[src/rtl/vscale_pkg.sv]
package vscale_pkg;

  function automatic logic is_sharp(input logic [2:0] f);
    return (f == 3'd1) || (f == 3'd2) || (f == 3'd3);
  endfunction

  function automatic logic is_smooth(input logic [2:0] f);
    return (f == 3'd4) || (f == 3'd5);
  endfunction

  // filter on input neighbours (before the resampler)
  function automatic logic place_pre(input logic [2:0] f, input logic enl);
    return (is_sharp(f) && enl) || (is_smooth(f) && !enl);
  endfunction

  // filter on resampled neighbours (after the resampler)
  function automatic logic place_post(input logic [2:0] f, input logic enl);
    return (is_sharp(f) && !enl) || (is_smooth(f) && enl);
  endfunction

  // three-tap kernel in quarter weights, rounded then clamped
  function automatic logic [7:0] tap3(input logic [2:0] f, input logic [7:0] a,
                                      input logic [7:0] b, input logic [7:0] c);
    logic signed [14:0] sa, sb, sc, acc;
    sa = $signed({7'd0, a});
    sb = $signed({7'd0, b});
    sc = $signed({7'd0, c});
    case (f)
      3'd1:    acc = (sb <<< 3) - (sa <<< 1) - (sc <<< 1);
      3'd2:    acc = (sb <<< 3) + (sb <<< 2) - (sa <<< 2) - (sc <<< 2);
      3'd3:    acc = (sb <<< 4) + (sb <<< 2) - (sa <<< 3) - (sc <<< 3);
      3'd4:    acc = sa + (sb <<< 1) + sc;
      3'd5:    acc = (sa <<< 1) + (sc <<< 1);
      default: acc = sb <<< 2;
    endcase
    acc = acc + 15'sd2;
    if (acc < 15'sd0)         return 8'd0;
    else if (acc > 15'sd1023) return 8'd255;
    else                      return acc[9:2];
  endfunction

endpackage

[src/rtl/vscale_linebuf.sv]
module vscale_linebuf #(
  parameter int DEPTH = 64,
  parameter int IW    = 6
) (
  input  logic          clk,
  input  logic          wr_en,
  input  logic [IW-1:0] wr_addr,
  input  logic [7:0]    wr_data,
  input  logic [IW-1:0] rd_idx,
  input  logic [IW-1:0] last_idx,
  output logic [7:0]    tap_l,
  output logic [7:0]    tap_c,
  output logic [7:0]    tap_r
);

  logic [7:0] store [DEPTH];
  logic [IW-1:0] idx_l, idx_r;

  always_ff @(posedge clk) begin
    if (wr_en) store[wr_addr] <= wr_data;
  end

  // edge replication of the missing neighbour
  always_comb begin
    idx_l = (rd_idx == '0) ? rd_idx : rd_idx - IW'(1);
    idx_r = (rd_idx >= last_idx) ? last_idx : rd_idx + IW'(1);
  end

  assign tap_l = store[idx_l];
  assign tap_c = store[rd_idx];
  assign tap_r = store[idx_r];

endmodule

[src/rtl/vscale_stepper.sv]
module vscale_stepper #(
  parameter int LW = 7,
  parameter int IW = 6
) (
  input  logic          clk,
  input  logic          rst_n,
  input  logic          start,
  input  logic [LW-1:0] in_len,
  input  logic [LW-1:0] out_len,
  output logic          busy,
  output logic          emit,
  output logic          last,
  output logic [IW-1:0] idx
);

  logic          busy_q;
  logic [IW-1:0] pos_q;
  logic [LW-1:0] done_q;
  logic [LW:0]   err_q;
  logic          enl;
  logic [LW:0]   err_up;

  assign enl    = (out_len >= in_len);
  assign err_up = err_q + {1'b0, in_len};
  assign busy   = busy_q;
  assign idx    = pos_q;
  assign emit   = busy_q & (enl | (err_q < {1'b0, out_len}));
  assign last   = emit & (done_q == out_len - LW'(1));

  always_ff @(posedge clk or negedge rst_n) begin
    if (!rst_n) begin
      busy_q <= 1'b0;
      pos_q  <= '0;
      done_q <= '0;
      err_q  <= '0;
    end else if (start) begin
      busy_q <= 1'b1;
      pos_q  <= '0;
      done_q <= '0;
      err_q  <= '0;
    end else if (busy_q) begin
      if (enl) begin
        // repeat the position until the error term crosses out_len
        done_q <= done_q + LW'(1);
        if (err_up >= {1'b0, out_len}) begin
          err_q <= err_up - {1'b0, out_len};
          pos_q <= pos_q + IW'(1);
        end else begin
          err_q <= err_up;
        end
      end else begin
        // one input position per cycle, emit only when due
        pos_q <= pos_q + IW'(1);
        if (emit) begin
          err_q  <= err_up - {1'b0, out_len};
          done_q <= done_q + LW'(1);
        end else begin
          err_q <= err_q - {1'b0, out_len};
        end
      end
      if (last) busy_q <= 1'b0;
    end
  end

endmodule

[src/rtl/vscale_post3.sv]
module vscale_post3 (
  input  logic       clk,
  input  logic       rst_n,
  input  logic       in_v,
  input  logic       in_last,
  input  logic [7:0] in_data,
  input  logic       post_en,
  input  logic [2:0] flt,
  output logic       out_v,
  output logic [7:0] out_data,
  output logic       flush_pend
);
  import vscale_pkg::*;

  logic       have_q, flush_q;
  logic [7:0] prev_q, cur_q;
  logic [2:0] flt_q;

  assign flush_pend = flush_q;

  always_ff @(posedge clk or negedge rst_n) begin
    if (!rst_n) begin
      out_v    <= 1'b0;
      out_data <= '0;
      have_q   <= 1'b0;
      flush_q  <= 1'b0;
      prev_q   <= '0;
      cur_q    <= '0;
      flt_q    <= '0;
    end else begin
      out_v <= 1'b0;
      if (flush_q) begin
        // trailing output: right tap replicates the end sample
        out_v    <= 1'b1;
        out_data <= tap3(flt_q, prev_q, cur_q, cur_q);
        flush_q  <= 1'b0;
        have_q   <= 1'b0;
      end else if (in_v) begin
        if (!post_en) begin
          out_v    <= 1'b1;
          out_data <= in_data;
        end else begin
          flt_q <= flt;
          if (!have_q) begin
            prev_q <= in_data;
            cur_q  <= in_data;
            have_q <= 1'b1;
          end else begin
            out_v    <= 1'b1;
            out_data <= tap3(flt, prev_q, cur_q, in_data);
            prev_q   <= cur_q;
            cur_q    <= in_data;
          end
          if (in_last) flush_q <= 1'b1;
        end
      end
    end
  end

endmodule

[src/rtl/vscale_line.sv]
module vscale_line #(
  parameter int MAX_LEN = 64,
  localparam int IW = (MAX_LEN > 1) ? $clog2(MAX_LEN) : 1,
  localparam int LW = $clog2(MAX_LEN + 1)
) (
  input  logic          clk,
  input  logic          rst_n,
  input  logic [LW-1:0] cfg_in_len,
  input  logic [LW-1:0] cfg_out_len,
  input  logic [2:0]    cfg_filter,
  input  logic          in_valid,
  output logic          in_ready,
  input  logic          in_sol,
  input  logic [7:0]    in_data,
  output logic          out_valid,
  output logic [7:0]    out_data
);
  import vscale_pkg::*;

  typedef enum logic {ST_GATHER, ST_ISSUE} st_e;

  st_e           st_q;
  logic          line_open_q;
  logic [LW-1:0] wcnt_q, in_len_q, out_len_q;
  logic [2:0]    flt_q;

  logic          take, take_sol, take_more, load_done;
  logic [LW-1:0] cnt_nx, len_now;
  logic [IW-1:0] wr_addr, last_idx;
  logic          step_busy, step_emit, step_last;
  logic [IW-1:0] step_idx;
  logic [7:0]    tap_l, tap_c, tap_r, pre_val;
  logic          enlarge, use_pre, use_post, flush_pend;

  assign in_ready  = (st_q == ST_GATHER);
  assign take      = in_valid & in_ready;
  assign take_sol  = take & in_sol;
  assign take_more = take & ~in_sol & line_open_q;
  assign cnt_nx    = take_sol ? LW'(1) : wcnt_q + LW'(1);
  assign len_now   = take_sol ? cfg_in_len : in_len_q;
  assign load_done = (take_sol | take_more) & (cnt_nx == len_now);
  assign wr_addr   = take_sol ? '0 : wcnt_q[IW-1:0];

  always_ff @(posedge clk or negedge rst_n) begin
    if (!rst_n) begin
      st_q        <= ST_GATHER;
      line_open_q <= 1'b0;
      wcnt_q      <= '0;
      in_len_q    <= LW'(1);
      out_len_q   <= LW'(1);
      flt_q       <= '0;
    end else begin
      if (take_sol) begin
        in_len_q    <= cfg_in_len;
        out_len_q   <= cfg_out_len;
        flt_q       <= cfg_filter;
        line_open_q <= 1'b1;
        wcnt_q      <= cnt_nx;
      end else if (take_more) begin
        wcnt_q <= cnt_nx;
      end
      if (load_done) begin
        st_q        <= ST_ISSUE;
        line_open_q <= 1'b0;
      end else if (st_q == ST_ISSUE && step_last) begin
        st_q <= ST_GATHER;
      end
    end
  end

  vscale_linebuf #(.DEPTH(MAX_LEN), .IW(IW)) u_buf (
    .clk      (clk),
    .wr_en    (take_sol | take_more),
    .wr_addr  (wr_addr),
    .wr_data  (in_data),
    .rd_idx   (step_idx),
    .last_idx (last_idx),
    .tap_l    (tap_l),
    .tap_c    (tap_c),
    .tap_r    (tap_r)
  );

  assign last_idx = IW'(in_len_q - LW'(1));

  vscale_stepper #(.LW(LW), .IW(IW)) u_step (
    .clk     (clk),
    .rst_n   (rst_n),
    .start   (load_done),
    .in_len  (in_len_q),
    .out_len (out_len_q),
    .busy    (step_busy),
    .emit    (step_emit),
    .last    (step_last),
    .idx     (step_idx)
  );

  assign enlarge  = (out_len_q >= in_len_q);
  assign use_pre  = place_pre(flt_q, enlarge);
  assign use_post = place_post(flt_q, enlarge);
  assign pre_val  = use_pre ? tap3(flt_q, tap_l, tap_c, tap_r) : tap_c;

  vscale_post3 u_post (
    .clk        (clk),
    .rst_n      (rst_n),
    .in_v       (step_emit),
    .in_last    (step_last),
    .in_data    (pre_val),
    .post_en    (use_post),
    .flt        (flt_q),
    .out_v      (out_valid),
    .out_data   (out_data),
    .flush_pend (flush_pend)
  );

endmodule

[config.mk]
export PLATFORM = sky130hd
export DESIGN_NAME = vscale_line
export DESIGN_NICKNAME = d
export VERILOG_FILES = /design/src/rtl/vscale_pkg.sv /design/src/rtl/vscale_linebuf.sv /design/src/rtl/vscale_stepper.sv /design/src/rtl/vscale_post3.sv /design/src/rtl/vscale_line.sv
export SDC_FILE = /design/constraint.sdc
export NUM_CORES = 2
export LEC_CHECK = 0
export BUFFER_PORTS_ARGS = -buffer_cell sky130_fd_sc_hd__buf_2
export CAP_MARGIN = 40
export CORE_MARGIN = 5
export CORE_UTILIZATION = 50
export CTS_BUF_LIST = sky130_fd_sc_hd__clkbuf_4 sky130_fd_sc_hd__clkbuf_8 sky130_fd_sc_hd__clkbuf_16
export DETAILED_ROUTE_END_ITERATION = 10
export PLACE_DENSITY = 0.67
export SLEW_MARGIN = 25
export SYNTH_ARGS = -nofsm -noshare
export SYNTH_HDL_FRONTEND = slang
export SYNTH_HIERARCHICAL = 1
export SYNTH_SLANG_ARGS = --single-unit
[constraint.sdc]
create_clock -name clk -period 14.1 [get_ports clk]
set_clock_uncertainty 0.05 [all_clocks]
set_input_delay 0.705 -clock clk [delete_from_list [all_inputs] [get_ports clk]]
set_output_delay 0.705 -clock clk [all_outputs]
set_load 0.01 [all_outputs]
# Word level (Yosys, flattened, before mapping)
# Memories as Yosys holds them, arrays and structs flattened.
# Cells that the tools add are included.
[op_classes]
mux = 60
add_sub_neg = 39
order_cmp = 10
n_reduce_logical = 24
bitwise_logic = 12
n_eq_ne = 14
[op_table]
columns = ["cell", "count"]
rows = [
  ["$pmux 15 s5", 3],
  ["$mux 8", 17],
  ["$mux 15", 5],
  ["$mux 7", 8],
  ["$add 15x3->15 const B", 3],
  ["$gt 15x11->1 const B", 3],
  ["$lt 15x1->1 const B", 3],
  ["$sub 15x11->15", 3],
  ["$sub 15x12->15", 3],
  ["$mux 6", 7],
  ["$add 15x9->15", 2],
  ["$add 9x9->10", 3],
  ["$sub 15x10->15", 2],
  ["$sub 13x11->14", 2],
  ["$add 12x10->13", 2],
  ["$sub 12x10->13", 2],
  ["$add 11x10->12", 2],
  ["$sub 11x9->12", 2],
  ["$add 8x9->10", 2],
  ["$mux 1", 20],
  ["$sub 8x7->8", 2],
  ["$sub 14x12->15", 1],
  ["$add 7x1->7 const B", 2],
  ["$eq 7x7->1", 2],
  ["25 further kinds", 58],
]
[totals]
output_inout_bits = 10
elab_cells = 177
mem_count = 1
register_bits = 78
ram_bits = 512
in_bits = 29
[mem_list]
columns = ["name", "depth", "word_bits", "read_ports", "rd_clocked_by_memory_dff", "wr", "line_no", "text"]
rows = [
  ["u_buf.store", 64, 8, 3, 0, 1, "vscale_linebuf.sv:16", "logic [7:0] store [DEPTH];"],
]

# Logic depth before layout (Yosys ltp)
# An unclocked memory read counts as a cell.
[depth]
ltp_word = 25
ltp_mapped = 52
depth_no_buf = 46

# Hierarchy
# Netlist, hierarchy kept.
[by_module_without_submodules]
columns = ["mod", "cells_each", "seq_area_each_um2", "instances", "area_per_inst_um2"]
rows = [
  ["vscale_linebuf", 2165, 15374.7, 1, 29181.7],
  ["vscale_post3", 1201, 750.7, 1, 9431.5],
  ["vscale_line", 785, 653.1, 1, 6109.6],
  ["vscale_stepper", 296, 550.5, 1, 2522.4],
]

# Worst setup path before layout
# Ideal clock, no wire load.
[synth_timing]
kind = "reg2reg"
start = "register u_step.pos_q[0], in the netlist u_step/idx[0]"
end = "register u_post.out_data[5]"
path_buffers = 6
path_stages_with_launch = 49
arrival_ns = 11.717
period_less_slack_ns = 11.900
required_time_ns = 13.918
setup_ns = 0.132
path_slack_ns = 2.200
path_cell_list = "dfrtp_1 clkbuf_1 clkbuf_1 buf_1 inv_1 ha_1 nand2b_1 nor4_4 xnor2_1 clkbuf_1 clkbuf_1 mux4_2 nand2_1 nand2_1 a21oi_1 a221oi_1 fa_1 inv_1 [... 13 more ...] nand4_1 or3_1 a221o_1 o311a_1 ha_1 fa_1 a211o_1 nand3_1 nand4b_1 o31ai_1 o32ai_2 or3_1 buf_2 a2111oi_4 nor3b_2 a21oi_2 nor4b_2 o22ai_1"
[synth_via]
elab_chain_len = 25
word_cells_on_any_way = 44
cone_classes = "add/sub (20); order compare (5); mux (17); reduce/logical (1); memory (1)"
[synth_lines]
columns = ["element", "line_no", "text"]
rows = [
  ["start, declared", "vscale_stepper.sv:17", "logic [IW-1:0] pos_q;"],
  ["start signal, assigned", "vscale_stepper.sv:47", "pos_q <= pos_q + IW'(1);"],
  ["start signal, assigned", "vscale_stepper.sv:53", "pos_q <= pos_q + IW'(1);"],
  ["$sub 6x1->6 / $logic_not 6->1 (equally long branches)", "vscale_linebuf.sv:25", "idx_l = (rd_idx == '0) ? rd_idx : rd_idx - IW'(1);"],
  ["$mux 6 (*)", "vscale_linebuf.sv:25", ""],
  ["$mem_v2 64x8 (*)", "--", ""],
  ["net tap_l[1]", "vscale_line.sv:32", "logic [7:0] tap_l, tap_c, tap_r, pre_val;"],
  ["$sub 13x11->14, or another cell as far along", "vscale_pkg.sv:31", "3'd3: acc = (sb <<< 4) + (sb <<< 2) - (sa <<< 3) - (sc <<< 3);"],
  ["$sub 14x12->15, or another cell as far along", "vscale_pkg.sv:31", ""],
  ["$pmux 15 s5 (*)", "vscale_pkg.sv:28", "case (f)"],
  ["$add 15x3->15 (*)", "vscale_pkg.sv:36", "acc = acc + 15'sd2;"],
  ["[... 4 more ...]", "--", ""],
  ["net pre_val[0]", "vscale_line.sv:32", ""],
  ["[... 6 more ...]", "--", ""],
  ["$add 15x3->15 (*)", "vscale_pkg.sv:36", ""],
  ["$gt 15x11->1", "vscale_pkg.sv:38", "else if (acc > 15'sd1023) return 8'd255;"],
  ["$mux 8", "vscale_pkg.sv:38", ""],
  ["$mux 8 (*)", "vscale_pkg.sv:37", "if (acc < 15'sd0) return 8'd0;"],
  ["$mux 8 (*)", "vscale_post3.sv:44", "if (!have_q) begin"],
  ["$mux 8 (*)", "vscale_post3.sv:39", "if (!post_en) begin"],
  ["$mux 8 (*)", "vscale_post3.sv:38", "end else if (in_v) begin"],
  ["$mux 8 (*)", "vscale_post3.sv:32", "if (flush_q) begin"],
  ["end signal, assigned", "vscale_post3.sv:35", "out_data <= tap3(flt_q, prev_q, cur_q, cur_q);"],
  ["end signal, assigned", "vscale_post3.sv:41", "out_data <= in_data;"],
  ["end signal, assigned", "vscale_post3.sv:50", "out_data <= tap3(flt, prev_q, cur_q, in_data);"],
  ["end, declared", "vscale_post3.sv:10", "output logic [7:0] out_data,"],
]
# Mark *: on every way through the listed nets, which the timed path passes. The rest lies on a longest branch. The select of a mux whose other input is x is not followed.
# A chain may end at the register's enable or synchronous reset.

# Worst setup path in the final report
[layout_timing]
start = "register u_step.pos_q[0], in the netlist u_step/idx[0]"
end = "register u_post.out_data[4]"
# The elaborated chain is that of the path after synthesis.

==> reports/qor.txt <==
FF-to-FF path depth - 46
Worst-Margin Slew - 912 ps
Worst Slack Setup Final - 843 ps
Largest family of logic cells by synthesized area - multiplexers
Placed cell areas - 0.0491 mm²
Cell Count, Final, Fillers Out - 5761
Die Wd - 317 µm
CTS tree - built
Final period utilization - 94.0%
RSZ-0062 raised after global routing - false
Die H - 317 µm
First-pass DRT Iterations - 6
Worst Setup SP - u_step/idx[0]
Hold WC Path Type - input port to register
Layout cells sized above 1 - 16.6%
DRC Markers - 0
ANT nets after route - 0
Final min period - 13260 ps
Maximum fanout along the worst path - 28
Inst Count DP - 5630
Starting Density - 50.5%
CP arrival - 13760 ps
Crit path to - u_post/out_data[4]
Inserted Diodes - 0
Critical R2R Capture - u_post/out_data[4]
Pre-CTS setup slack - 903 ps
Design Area, Final - 0.0515 mm²
CP endpoint kind - register
Post-synthesis adder-cell area fraction - 8.70%
XOR/XNOR Fraction of Synth Area - 3.30%
Clock transition at path regs - 60 ps
Skew-Pair Late Insertion Delay - 640 ps
Clock root buffer - clkbuf_16
Worst path max stage delay - 670 ps
Critical path's slowest cell - dfrtp_4
Core Area - 0.0936 mm²
Via count - 39700
Synth Warn # - 6
Area Overhead vs Synth - 8.98%
Most common cell after layout, fill and taps aside - nand2_1
Worst endpoint required time - 14600 ps
CP Class - register to register
Mux share of post-synthesis cell area - 16.5%
Rel. slew slack - 39.0%
Clock sink total - 590
Tot GR Track Use - 31.4%
Largest net degree at the start of global routing - 96
Post-synth top flop - edfxtp_1
Most frequent cells in the layout - nand2_1 (645), edfxtp_1 (512), mux4_2 (296)
1st-iter DRT viols - 5601
Avg Cell Area, Syn - 10.6 µm²
Max frequency - 75.4 MHz
CP Launch Type - register
Detail-routed via count per cell - 6.90
R2r startpoint - u_step/idx[0]
Syn nets - 4772
Max cap viols - 0
Port Buf Inserts - 38
Number of global-route vias before repair - 37400
Global-route wire length before repair - 239 mm
Die footprint - 0.101 mm²
Congestion Overflow GR - 0
Number of distinct library cells after synthesis - 134
RePlAce Congestion - 0.995
Status - finished clean
Sequential area share after synthesis - 36.7%
Fill cell total of the finished layout - 8078
Nets - 4776
Post-synth EDFFs - 512
Cell Area, Synth - 0.0472 mm²
Antenna violations before repair - 2
Synth Area in Compound Gates - 15.5%
CTS max path bufs - 3
Io pins - 39
Num CTS Buffers - 70
FF+latch count, synth - 590
Routed WL - 162 mm
WL per Instance - 28.1 µm
Final setup fails - 0
Post-DP HPWL - 115 mm
Core Rows - 112
Gate Count Post-Synth - 4447
R2R Setup Slk - 840 ps
Asr flop ratio synth - 13.2%
Final Max Slew Viols - 0
H-tree Lvls - 3
Total negative slack - 0 ps
Simple-Gate Fraction of Synth Area - 15.2%
Final Hold Viols - 0
==> critical path: cells and delay by family, from the launching register on <==
kind / cells / cell delay [ps]
AO/OA/AOI/OAI: 20 / 4940
XOR/XNOR: 1 / 140
adder cells (fa/ha/maj): 6 / 2220
buffers and inverters: 4 / 1130
flip-flops: 1 / 670
multiplexers: 3 / 1330
AND/OR/NAND/NOR: 12 / 2660
==> metal layers <==
| layer | part of all wire (%) | vias to the layer above | track usage, % |
|---|---|---|---|
| met2 | 45 | 2723 | 48.5 |
| met5 | 0.0068 | - | 0 |
| met3 | 11 | 564 | 6.06 |
| li1 | - | 17100 | - |
| met4 | 6.4 | 2 | 16.4 |
| met1 | 38 | 19400 | 42.5 |
==> cells in the mapped netlist (54+ instances only) <==
cell type | number | area [µm²]
nand2_1 | 646 | 2420
edfxtp_1 | 512 | 15400
mux4_2 | 296 | 6670
nor2_1 | 278 | 1040
a21oi_1 | 248 | 1240
ha_1 | 242 | 3030
inv_1 | 182 | 683
o21ai_0 | 160 | 801
nand3_1 | 144 | 721
xnor2_1 | 103 | 902
mux2i_1 | 101 | 1010
a211oi_1 | 86 | 646
clkbuf_1 | 85 | 319
buf_2 | 84 | 420
dfrtp_1 | 76 | 1900
xor2_1 | 75 | 657
and3_1 | 66 | 413
a31oi_1 | 62 | 388
nor3_1 | 58 | 290
fa_1 | 54 | 1080
==> per-stage QoR <==
step | hold WS [ps] | utilization [%]
floorplan | 359 | -
global placement | 445 | 51.9
detailed placement | 454 | 52.4
CTS | 182 | 55.0
global route | 209 | 55.0
finish | 208 | 55.0
==> flip-flops by register name (all words and copies together), names as in the netlist <==
name               flops
flt_q                  3
in_len_q               7
line_open_q            1
out_len_q              7
st_q                   1
u_buf/store          512
u_post/cur_q           8
u_post/flt_q           3
u_post/flush_pend      1
u_post/have_q          1
u_post/out_data        8
u_post/out_v           1
u_post/prev_q          8
u_step/busy            1
u_step/done_q          7
u_step/err_q           8
u_step/idx             6
wcnt_q                 7
==> cells by family (layout without fill, tap and decap cells) <==
kind of cell,after synthesis,after routing
AOI/OAI and AO/OA,1048,1048
xor gates and xnor gates,178,178
adders and majority gates,296,296
and+or+nand+nor,1501,1501
muxes,407,407
DFF,590,590
buffers and inverters,427,487
==> timing repair <==
| item | 4_1_cts | 5_1_grt |
|---|---|---|
| setup buffers | 0 | 0 |
| hold buffers | 1 | 0 |
| gates resized for setup | 0 | 1 |
| setup endpoints to repair | 0 | 2 |
| hold endpoints to repair | 13 | 0 |
==> cell type report <==
class	count	area, µm²	share of cell area [%]
flip-flops and latches	590	17300	33.7
clock buffers	92	2000	3.89
inverters	185	694	1.35
clock inverters	36	383	0.744
repair buffers	174	1370	2.65
multi-input cells	3430	28100	54.6
well taps	1254	1570	3.05
==> worst min-delay path by stage <==
stage | startpoint | slack (ps) | endpoint | cells past startpoint
2_1_floorplan | rst_n | 360 | flt_q[0] | 0
3_3_place_gp | line_open_q | 440 | line_open_q | 2
3_5_place_dp | line_open_q | 450 | line_open_q | 2
4_1_cts | cfg_out_len[1] | 180 | out_len_q[1] | 3
5_1_grt | cfg_out_len[3] | 210 | out_len_q[3] | 3
6_report | cfg_out_len[3] | 210 | out_len_q[3] | 3
Power is not shown: default switching activity piles up to over one toggle a cycle in this logic, so the estimate is an artifact.
